### src/rtl/pcie_err_report.sv
module pcie_err_report #(
  parameter int HDR_W = 128,
  parameter int AW    = 4
) (
  input  logic             clk,
  input  logic             rst_n,
  input  logic [4:0]       cor_evt,
  input  logic [2:0]       unc_evt,
  input  logic [3:0]       dev_evt,
  input  logic             hdr_valid,
  input  logic [HDR_W-1:0] hdr_data,
  input  logic             reg_wr,
  input  logic [AW-1:0]    reg_addr,
  input  logic [31:0]      reg_wdata,
  output logic [31:0]      reg_rdata,
  output logic             msg_cor,
  output logic             msg_nonfatal,
  output logic             msg_fatal,
  output logic             irq
);

  localparam int NDW = HDR_W / 32;
  localparam logic [31:0] COR_BITS = 32'h0000_11C1;
  localparam logic [31:0] UNC_BITS = 32'h0004_0011;
  localparam logic [31:0] DEV_BITS = 32'hF000_0000;
  localparam logic [31:0] ISR_BITS = 32'h0000_0700;
  localparam logic [AW-1:0] A_CSTS = AW'(0),  A_CMSK = AW'(1),  A_USTS = AW'(2);
  localparam logic [AW-1:0] A_UMSK = AW'(3),  A_USEV = AW'(4),  A_DSTS = AW'(5);
  localparam logic [AW-1:0] A_DMSK = AW'(6),  A_SUMM = AW'(7),  A_ISR  = AW'(8);
  localparam logic [AW-1:0] A_IMSK = AW'(9),  A_LOG  = AW'(10);
  localparam int A_HDR0 = 11;

  logic [31:0] cor_sts, cor_msk, unc_sts, unc_msk, unc_sev;
  logic [31:0] dev_sts, dev_msk, isr, imsk;
  logic [2:0]  summ;
  logic        log_vld;
  logic [6:0]  log_ptr;
  logic [HDR_W-1:0] log_hdr, last_hdr;

  wire [31:0] cor_set = {19'b0, cor_evt[4], 3'b0, cor_evt[3], cor_evt[2], cor_evt[1], 5'b0, cor_evt[0]};
  wire [31:0] unc_set = {13'b0, unc_evt[2], 13'b0, unc_evt[1], 3'b0, unc_evt[0]};
  wire [31:0] dev_set = {dev_evt, 28'b0};

  function automatic logic [31:0] clr_of(input logic [AW-1:0] a);
    return (reg_wr && reg_addr == a) ? reg_wdata : 32'b0;
  endfunction

  wire [31:0] cor_live = cor_set & ~cor_msk;
  wire [31:0] unc_live = unc_set & ~unc_msk;
  wire [31:0] dev_live = dev_set & ~dev_msk;
  wire        any_fat  = |(unc_live & unc_sev);
  wire        any_nf   = |(unc_live & ~unc_sev);

  wire [31:0] cor_sts_n = (cor_sts & ~clr_of(A_CSTS)) | cor_set;
  wire [31:0] unc_sts_n = (unc_sts & ~clr_of(A_USTS)) | unc_set;
  wire [31:0] dev_sts_n = (dev_sts & ~clr_of(A_DSTS)) | dev_set;
  wire [31:0] isr_n = (isr & ~clr_of(A_ISR)) | {21'b0, |dev_live, |cor_live, |unc_live, 8'b0};
  wire [2:0]  summ_n = (summ & ~clr_of(A_SUMM)) |
                       {|(unc_set & unc_sev), |(unc_set & ~unc_sev), |cor_set};

  logic       lg_hit;
  logic [6:0] ptr_n;
  always_comb begin
    lg_hit = 1'b0;
    ptr_n  = '0;
    for (int i = 28; i < 32; i++)
      if (dev_set[i]) begin
        lg_hit = 1'b1;
        ptr_n  = {2'd2, 5'(i)};
      end
    if (unc_set[18]) begin
      lg_hit = 1'b1;
      ptr_n  = {2'd1, 5'd18};
    end
  end

  wire log_hold = log_vld &&
                  ((log_ptr[6:5] == 2'd1) ? unc_sts_n[log_ptr[4:0]] : dev_sts_n[log_ptr[4:0]]);

  always_ff @(posedge clk or negedge rst_n) begin
    if (!rst_n) begin
      cor_sts <= '0; cor_msk <= '0; unc_sts <= '0; unc_msk <= '0; unc_sev <= '0;
      dev_sts <= '0; dev_msk <= '0; isr <= '0; imsk <= '0; summ <= '0;
      msg_cor <= 1'b0; msg_nonfatal <= 1'b0; msg_fatal <= 1'b0;
    end else begin
      cor_sts <= cor_sts_n & COR_BITS;
      unc_sts <= unc_sts_n & UNC_BITS;
      dev_sts <= dev_sts_n & DEV_BITS;
      isr     <= isr_n & ISR_BITS;
      summ    <= summ_n;
      if (reg_wr && reg_addr == A_CMSK) cor_msk <= reg_wdata & COR_BITS;
      if (reg_wr && reg_addr == A_UMSK) unc_msk <= reg_wdata & UNC_BITS;
      if (reg_wr && reg_addr == A_USEV) unc_sev <= reg_wdata & UNC_BITS;
      if (reg_wr && reg_addr == A_DMSK) dev_msk <= reg_wdata & DEV_BITS;
      if (reg_wr && reg_addr == A_IMSK) imsk    <= reg_wdata & ISR_BITS;
      msg_fatal    <= any_fat;
      msg_nonfatal <= any_nf && !any_fat;
      msg_cor      <= (|cor_live) && !(|unc_live);
    end
  end

  always_ff @(posedge clk or negedge rst_n) begin
    if (!rst_n) begin
      log_vld  <= 1'b0;
      log_ptr  <= '0;
      log_hdr  <= '0;
      last_hdr <= '0;
    end else begin
      if (hdr_valid) last_hdr <= hdr_data;
      if (!log_hold) begin
        log_vld <= lg_hit;
        if (lg_hit) begin
          log_ptr <= ptr_n;
          log_hdr <= hdr_valid ? hdr_data : last_hdr;
        end
      end
    end
  end

  assign irq = |(isr & ~imsk);

  always_comb begin
    reg_rdata = '0;
    case (reg_addr)
      A_CSTS: reg_rdata = cor_sts;
      A_CMSK: reg_rdata = cor_msk;
      A_USTS: reg_rdata = unc_sts;
      A_UMSK: reg_rdata = unc_msk;
      A_USEV: reg_rdata = unc_sev;
      A_DSTS: reg_rdata = dev_sts;
      A_DMSK: reg_rdata = dev_msk;
      A_SUMM: reg_rdata = {29'b0, summ};
      A_ISR:  reg_rdata = isr;
      A_IMSK: reg_rdata = imsk;
      A_LOG:  reg_rdata = {log_vld, 24'b0, log_ptr};
      default: reg_rdata = '0;
    endcase
    for (int i = 0; i < NDW; i++)
      if (reg_addr == AW'(A_HDR0 + i)) reg_rdata = log_hdr[32*i +: 32];
  end


  msg_onehot_chk: assert property (@(posedge clk) disable iff (!rst_n)
    $onehot0({msg_cor, msg_nonfatal, msg_fatal}));


  cor_msg_chk: assert property (@(posedge clk) disable iff (!rst_n)
    ((|(cor_set & ~cor_msk)) && !(|(unc_set & ~unc_msk))) |=> msg_cor);


  fatal_msg_chk: assert property (@(posedge clk) disable iff (!rst_n)
    (|(unc_set & ~unc_msk & unc_sev)) |=> msg_fatal);


  dev_nomsg_chk: assert property (@(posedge clk) disable iff (!rst_n)
    (dev_evt != 4'b0 && unc_evt == 3'b0 && cor_evt == 5'b0) |=> !(msg_cor || msg_nonfatal || msg_fatal));


  cor_sticky_chk: assert property (@(posedge clk) disable iff (!rst_n)
    !(reg_wr && reg_addr == A_CSTS) |=> ((cor_sts & $past(cor_sts)) == $past(cor_sts)));


  cor_setwins_chk: assert property (@(posedge clk) disable iff (!rst_n)
    (cor_evt != 5'b0) |=> ((cor_sts & $past(cor_set)) == $past(cor_set)));


  log_frozen_chk: assert property (@(posedge clk) disable iff (!rst_n)
    (log_vld && !reg_wr) |=> (log_vld && $stable(log_hdr) && $stable(log_ptr)));

endmodule

### config.mk
export PLATFORM = sky130hd
export DESIGN_NAME = pcie_err_report
export DESIGN_NICKNAME = d
export VERILOG_FILES = /design/src/rtl/pcie_err_report.sv
export SDC_FILE = /design/constraint.sdc
export NUM_CORES = 1
export LEC_CHECK = 0
export BUFFER_PORTS_ARGS = -buffer_cell sky130_fd_sc_hd__buf_2
export CAP_MARGIN = 20
export CORE_ASPECT_RATIO = 0.5
export CORE_MARGIN = 3
export CORE_UTILIZATION = 51
export DETAILED_ROUTE_END_ITERATION = 10
export PLACE_DENSITY_LB_ADDON = 0.3
export SYNTH_ARGS = -nofsm -noshare
export SYNTH_HDL_FRONTEND = slang
export SYNTH_SLANG_ARGS = --single-unit
export TNS_END_PERCENT = 50
### constraint.sdc
create_clock -name clk -period 2.3 [get_ports clk]
set_clock_uncertainty 0.2 [all_clocks]
set_input_delay 0.345 -clock clk [delete_from_list [all_inputs] [get_ports clk]]
set_output_delay 0.345 -clock clk [all_outputs]
set_load 0.05 [all_outputs]
# --- After elaboration in Yosys (flattened, before gate mapping) ---
# Cells that the tools add are included.
totals:
  ramBits: 0
  mem_bits_ro: 0
  register_bits: 303
  out_inout_bits: 36
  n_memories: 0
  latch_bits: 0
  input_bits: 180
classes:
  eq_ne: 15
  n_mul: 0
  bitwise: 29
  div_mod_pow: 0
  addsub: 0
  n_mux: 26
  n_shift: 0
  reduce_logical: 26
  magnitude_cmp: 1
op_table:
  columns: ["op", "count"]
  rows:
  - ["$pmux 32 s11", 1]
  - ["$reduce_or 32->1", 8]
  - ["$mux 32", 6]
  - ["$mux 128", 1]
  - ["$and 19x32->32", 3]
  - ["$and 32x32->32", 3]
  - ["$not 32->32", 3]
  - ["$not 19->32", 2]
  - ["$mux 7", 5]
  - ["$and 11x32->32", 1]
  - ["$and 13x32->32", 1]
  - ["$and 32x19->32", 1]
  - ["$not 11->32", 1]
  - ["$not 13->32", 1]
  - ["$or 32x19->32", 1]
  - ["$or 32x32->32", 1]
  - ["$eq 4x4->1 const B", 7]
  - ["$and 19x19->19", 1]
  - ["$eq 4x3->1 const B", 4]
  - ["$and 13x13->13", 1]
  - ["$logic_and 1x1->1", 13]
  - ["$mux 13", 1]
  - ["$not 13->13", 1]
  - ["$or 13x13->13", 1]
  - ["other kinds (19)", 29]

# --- Depth between registers and ports, before layout ---
logic_depth:
  ltp_word: 12
  ltp_mapped: 9
  depth_no_buf: 6

# --- Worst setup path before layout ---
# Ideal clock, no wire load.
synth_timing:
  path_kind: "input-to-output"
  start: "in reg_addr[1]"
  end: "out reg_rdata[12]"
  stages: 8
  arrival_ns: 2.670
  path_slack_ns: -0.915
  path_cell_list: "buf_4 -> nor2b_4 -> buf_2 -> and2_1 -> clkbuf_1 -> buf_1 -> nor2_1 -> o21ai_0"
synth_between:
  elab_chain_len: 6
synth_rtl:
  columns: ["element", "line", "source"]
  rows:
  - ["start: declaration", "13", "input logic [AW-1:0] reg_addr,"]
  - ["$eq 4x4->1 (tied with other cells)", "124", "case (reg_addr)"]
  - ["$pmux 32 s11", "124", null]
  - ["$mux 32 (3 in series)", "139", "if (reg_addr == AW'(A_HDR0 + i)) reg_rdata = log_hdr[32*i +: 32];"]
  - ["$mux 32 (*)", "139", null]
  - ["end: declaration", "15", "output logic [31:0] reg_rdata,"]
# Every way passes the cells marked *; elsewhere a longest branch is shown, timed or not.

# --- Worst setup path in the final report ---
layout_timing:
  start: "reg log_ptr[0]"
  end: "reg log_hdr[115]"
layout_between:
  elab_chain_len: 6
layout_rtl:
  columns: ["element", "line", "source"]
  rows:
  - ["start: declaration", "37", "logic [6:0] log_ptr;"]
  - ["start signal: assignment", "113", "log_ptr <= ptr_n;"]
  - ["$bmux 1 s5", "78", "((log_ptr[6:5] == 2'd1) ? unc_sts_n[log_ptr[4:0]] : dev_sts_n[log_ptr[4:0]]);"]
  - ["$mux 1 (not written as such)", "78", null]
  - ["$mux 1 (*)", "78", null]
  - ["$logic_and 1x1->1 (*)", "77", "wire log_hold = log_vld &&"]
  - ["$not 1->1 (no source line) (*)", null, null]
  - ["$reduce_and 2->1 (no source line) (*)", null, null]
  - ["end signal: assignment", "114", "log_hdr <= hdr_valid ? hdr_data : last_hdr;"]
  - ["end: declaration", "38", "logic [HDR_W-1:0] log_hdr, last_hdr;"]
# Every way passes the cells marked *; elsewhere a longest branch is shown, timed or not. The select of a mux whose other input is x is not followed.
# A chain may end at the register's enable or synchronous reset.

==> impl_summary.md <==
CTS
In this run the number of H-tree levels came out at 1. The tree is rooted in a sky130_fd_sc_hd__clkbuf_16. The clock passes through at most 3 buffers.

The register clock-pin slew on the reported worst setup and hold paths is approximately 0.070 ns. TritonCTS built the clock tree. The clock latency on the worst-skew pair is ~0.57 ns. The total clock buffers created by CTS is 27. The number of clock sinks is approximately 300.

Status
The checks that failed: negative setup slack. The run finished, with violations left.

Synthesis
Averaged over all synthesized cells, the footprint is 14.3 µm². Of the total synthesized cell area, the portion taken by AND, OR, NAND and NOR gates is 0.0490. The largest family of logic cells by synthesized area is multiplexers. Synthesis produced between 900 and 1,000 cells. Counting flops and latches in the post-synthesis netlist gives about 300. The post-synthesis cell type with the largest combined area is sky130_fd_sc_hd__dfrtp_1. The multiplexer share of the synthesized area is 0.271. Ranked by total cell area, the synthesized netlist is headed by sky130_fd_sc_hd__dfrtp_1, sky130_fd_sc_hd__mux2_2, sky130_fd_sc_hd__mux2_4, sky130_fd_sc_hd__nand2_1, sky130_fd_sc_hd__a22oi_1. The share of async-settable or async-resettable flops after synthesis is 1.00.

For this run, the register share of the synthesized area comes to 0.567. Of the total synthesized cell area, the portion taken by full adders, half adders and majority gates is 0. The yosys synthesis warning count is 0. The complex-gate fraction of the synthesized area is 0.0774. The post-synthesis instance area is 13,300 µm². Of the total synthesized cell area, the portion taken by XOR and XNOR cells is 0.

The top flip-flop cell by instance count after synthesis is sky130_fd_sc_hd__dfrtp_1. When the netlist entered floorplanning its net count stood at about 1,100. The number of enable flip-flop cells after synthesis is 0. The number of library cell types mapped by synthesis is 55. The share of the synthesized area in the top cell type is 0.567.

Min path
The type of the tightest min-delay check is primary input to flop.

Finish
The area growth from synthesis to layout is 44.2%. Leaving out filler cells and counting taps, the final layout contains between 1,500 and 2,000. Leaving out fill and tap cells, the most frequent cell in the layout is sky130_fd_sc_hd__dfrtp_1. In the layout the commonest cells are sky130_fd_sc_hd__dfrtp_1, sky130_fd_sc_hd__buf_2, sky130_fd_sc_hd__dlygate4sd3_1. The area of all placed cells without fillers is 19,200 µm². At the end of the flow, the number of nets in the layout was around 1,600. The count of fill cells added during filler insertion is ~1,500. The number of diodes is 0.

Of the cells placed in the final design, the portion with a size suffix greater than 1 is 0.518.

Detailed routing
The top metal layer carrying routed signals is met4. Across all layers, the routed design uses 9,847 vias. The routed design has around 40,000 µm of wire. After detailed routing, the average wire length per cell comes to 22.2 µm. Detailed routing placed a total of about 2400 µm of wire on met3. The ratio of routed vias to standard cells is approximately 5.5.

The DRC violation total after the first TritonRoute iteration is between 700 and 800. The detailed-routing wirelength on met1 is about 16,000 µm. The detail route stage leaves a number of antenna-violating nets equal to 0. For this run, design rule violations remaining after detail routing come to 0. The total iterations of the first detailed-routing run is 6.

Detailed routing placed a total of ~20,000 µm of wire on met2.

Global route
Entering global routing, the biggest net connects 81 pins. The number of global-route vias before repair came to 10,800. The total grt overflow is 0. The initial antenna violation count is 0. The global-route usage over all layers is 0.282. The wire length of the first global-routing pass is ~60,000 µm.

Die
The initial utilization of the core area, before any placement, comes to 0.523. The total area inside the core boundary comes to 25,400 µm². The floorplan has 41 rows. The die width is 234 µm. The die boundary height is about 120 µm. The count of pins on the block boundary is about 220.

The floorplan step defined a die boundary enclosing approximately 28,000 µm².

STA
The minimum clock period is approximately 2.6 ns. The relative slew slack is 0.626. Dividing the final minimum period by the clock period gives 1.14. The worst hold-check slack is around 0.014 ns. The final-report hold violation count is 0. The final number of setup-violating endpoints is approximately 160. The total count of max-transition violations in the final report was 0.

For the pin with the worst max-slew slack, the measured transition is between 0.5 and 0.6 ns. Setup repair after global routing could not meet its margin everywhere. Static timing analysis puts the maximum clock frequency at approximately 0.38 GHz.

Across all setup checks in the final design, the least slack found is -0.320 ns.

Worst setup path
The path type of the worst setup path is flop to flop. The kind of capture point of the worst setup path is a flop. Of all nets on the critical path, the largest fanout is 8.

STA classifies the critical path startpoint as a flop. The worst endpoint data arrival time is roughly 2.9 ns. At the worst endpoint, the required time is about 2.6 ns.

Run
Max-cap violations in this run came to 0.

Placement
The congestion estimate from routability-driven global placement came to 0.916. After detailed placement, the design holds a cell count of around 1,500. Input and output buffers added on the ports amount to about 200. The half-perimeter wire length of the detailed placement result is 25,200 µm. After detailed placement, the total cell area comes to approximately 16,000 µm².

Pwr
The power consumption is 20.9 mW. The static power due to leakage is around 8.7 nW. Dividing total power by cell area gives a power density of roughly 1100 nW/µm². The worst-case IR drop observed on VDD is 0.000670 V.
[Yosys cell counts, types with 2 or more instances]
cell	number
sky130_fd_sc_hd__a222oi_1	6
sky130_fd_sc_hd__a22o_1	4
sky130_fd_sc_hd__a32oi_1	9
sky130_fd_sc_hd__mux2i_1	8
sky130_fd_sc_hd__and3_1	2
sky130_fd_sc_hd__mux2_2	167
sky130_fd_sc_hd__nand2_1	75
sky130_fd_sc_hd__clkbuf_1	32
sky130_fd_sc_hd__buf_1	4
sky130_fd_sc_hd__and2_1	4
sky130_fd_sc_hd__a221oi_1	2
sky130_fd_sc_hd__o21ai_0	18
sky130_fd_sc_hd__a32o_1	5
sky130_fd_sc_hd__nand4_1	2
sky130_fd_sc_hd__o22ai_1	8
sky130_fd_sc_hd__nand3_1	6
sky130_fd_sc_hd__nor3_1	7
sky130_fd_sc_hd__mux2_4	109
sky130_fd_sc_hd__nor2b_1	7
sky130_fd_sc_hd__buf_2	2
sky130_fd_sc_hd__o221ai_1	3
sky130_fd_sc_hd__a221o_1	5
sky130_fd_sc_hd__a22oi_1	36
sky130_fd_sc_hd__nand2b_1	3
sky130_fd_sc_hd__nor3b_1	2
sky130_fd_sc_hd__dfrtp_1	301
sky130_fd_sc_hd__buf_4	2
sky130_fd_sc_hd__buf_12	11
sky130_fd_sc_hd__a21oi_1	8
sky130_fd_sc_hd__inv_1	19
sky130_fd_sc_hd__a21o_1	5
sky130_fd_sc_hd__o21a_1	2
sky130_fd_sc_hd__a41oi_1	4
sky130_fd_sc_hd__a2bb2oi_1	2
sky130_fd_sc_hd__buf_6	2
sky130_fd_sc_hd__a31oi_1	4
sky130_fd_sc_hd__nor2_1	23
sky130_fd_sc_hd__a211oi_1	2
sky130_fd_sc_hd__nor4_1	4
[report_power, final]
part / internal (mW) / switching (mW) / leakage [nW]
Clock: 2.91 / 2.14 / 0.477
Combinational: 4.89 / 3.08 / 4.79
Sequential: 6.84 / 1.08 / 3.48
[path summary, 6_finish.rpt]
check | start | to | slack (ns) | depth (start not counted)
worst min-delay path | unc_evt[2] | unc_sts[18] | 0.01 | 4
max in group asynchronous | rst_n | msg_cor | 1.02 | 3
min in group asynchronous | rst_n | log_hdr[49] | 0.11 | 2
worst max register to register | log_ptr[0] | log_hdr[115] | -0.32 | 10
worst min register to register | last_hdr[7] | last_hdr[7] | 0.29 | 1
worst max-delay path | log_ptr[0] | log_hdr[115] | -0.32 | 10
[critical path, cell delays in order (launching register included)]
cell	delay (ns)
sky130_fd_sc_hd__dfrtp_2	0.43
sky130_fd_sc_hd__buf_6	0.12
sky130_fd_sc_hd__buf_6	0.11
sky130_fd_sc_hd__buf_6	0.12
sky130_fd_sc_hd__a2111oi_4	0.32
sky130_fd_sc_hd__o31ai_4	0.11
sky130_fd_sc_hd__a21oi_4	0.34
sky130_fd_sc_hd__buf_12	0.24
sky130_fd_sc_hd__buf_12	0.12
sky130_fd_sc_hd__buf_16	0.10
sky130_fd_sc_hd__mux2_4	0.29
[kinds of logic after synthesis]
group,Yosys count
and+or+nand+nor,142
buffers and inverters,72
AOI/OAI and AO/OA,132
DFF,301
muxes,284
[area by class of cell]
type                            count  area (µm²)  share of cell area
Inverter                           19        71.3             0.00372
Multi-Input combinational cell    558        5690               0.297
Timing Repair Buffer              509        4450               0.232
Clock inverter                     15         230              0.0120
Sequential cell                   301        7530               0.393
Clock buffer                       34         752              0.0393
Tap cell                          344         430              0.0225
[metal layers]
| layer | GRT usage | vias to the layer above |
|---|---|---|
| li1 | - | 4350 |
| met1 | 0.360 | 5018 |
| met2 | 0.488 | 398 |
| met3 | 0.0555 | 81 |
| met4 | 0.0863 | 0 |
| met5 | 0 | - |
[per-stage QoR]
stage / utilization / TNS, ns / setup WS, ns
after floorplan: - / -8.69 / -0.0806
after global placement: 0.615 / -52.93 / -0.437
after detailed placement: 0.615 / -55.25 / -0.425
after CTS: 0.743 / -16.30 / -0.315
after global routing: 0.754 / -44.15 / -0.435
final: 0.754 / -36.12 / -0.320
[state kept, by name, summed over array words and instances, names as in the netlist, 3 cells and up]
name and flops:
dev_sts 4, cor_sts 5, imsk 3, last_hdr 128
log_ptr 5, unc_msk 3, cor_msk 5, unc_sev 3
dev_msk 4, isr 3, log_hdr 128, summ 3
unc_sts 3
[what timing repair did]
action                     CTS  global route
hold endpoints to repair   542             0
resized for setup          103            53
hold buffers               160             0
setup endpoints to repair  141           161
setup buffers               19            10
cloned                       7             3
pin swaps                   27            13
No activity file was read; power rests on OpenSTA's default activity.
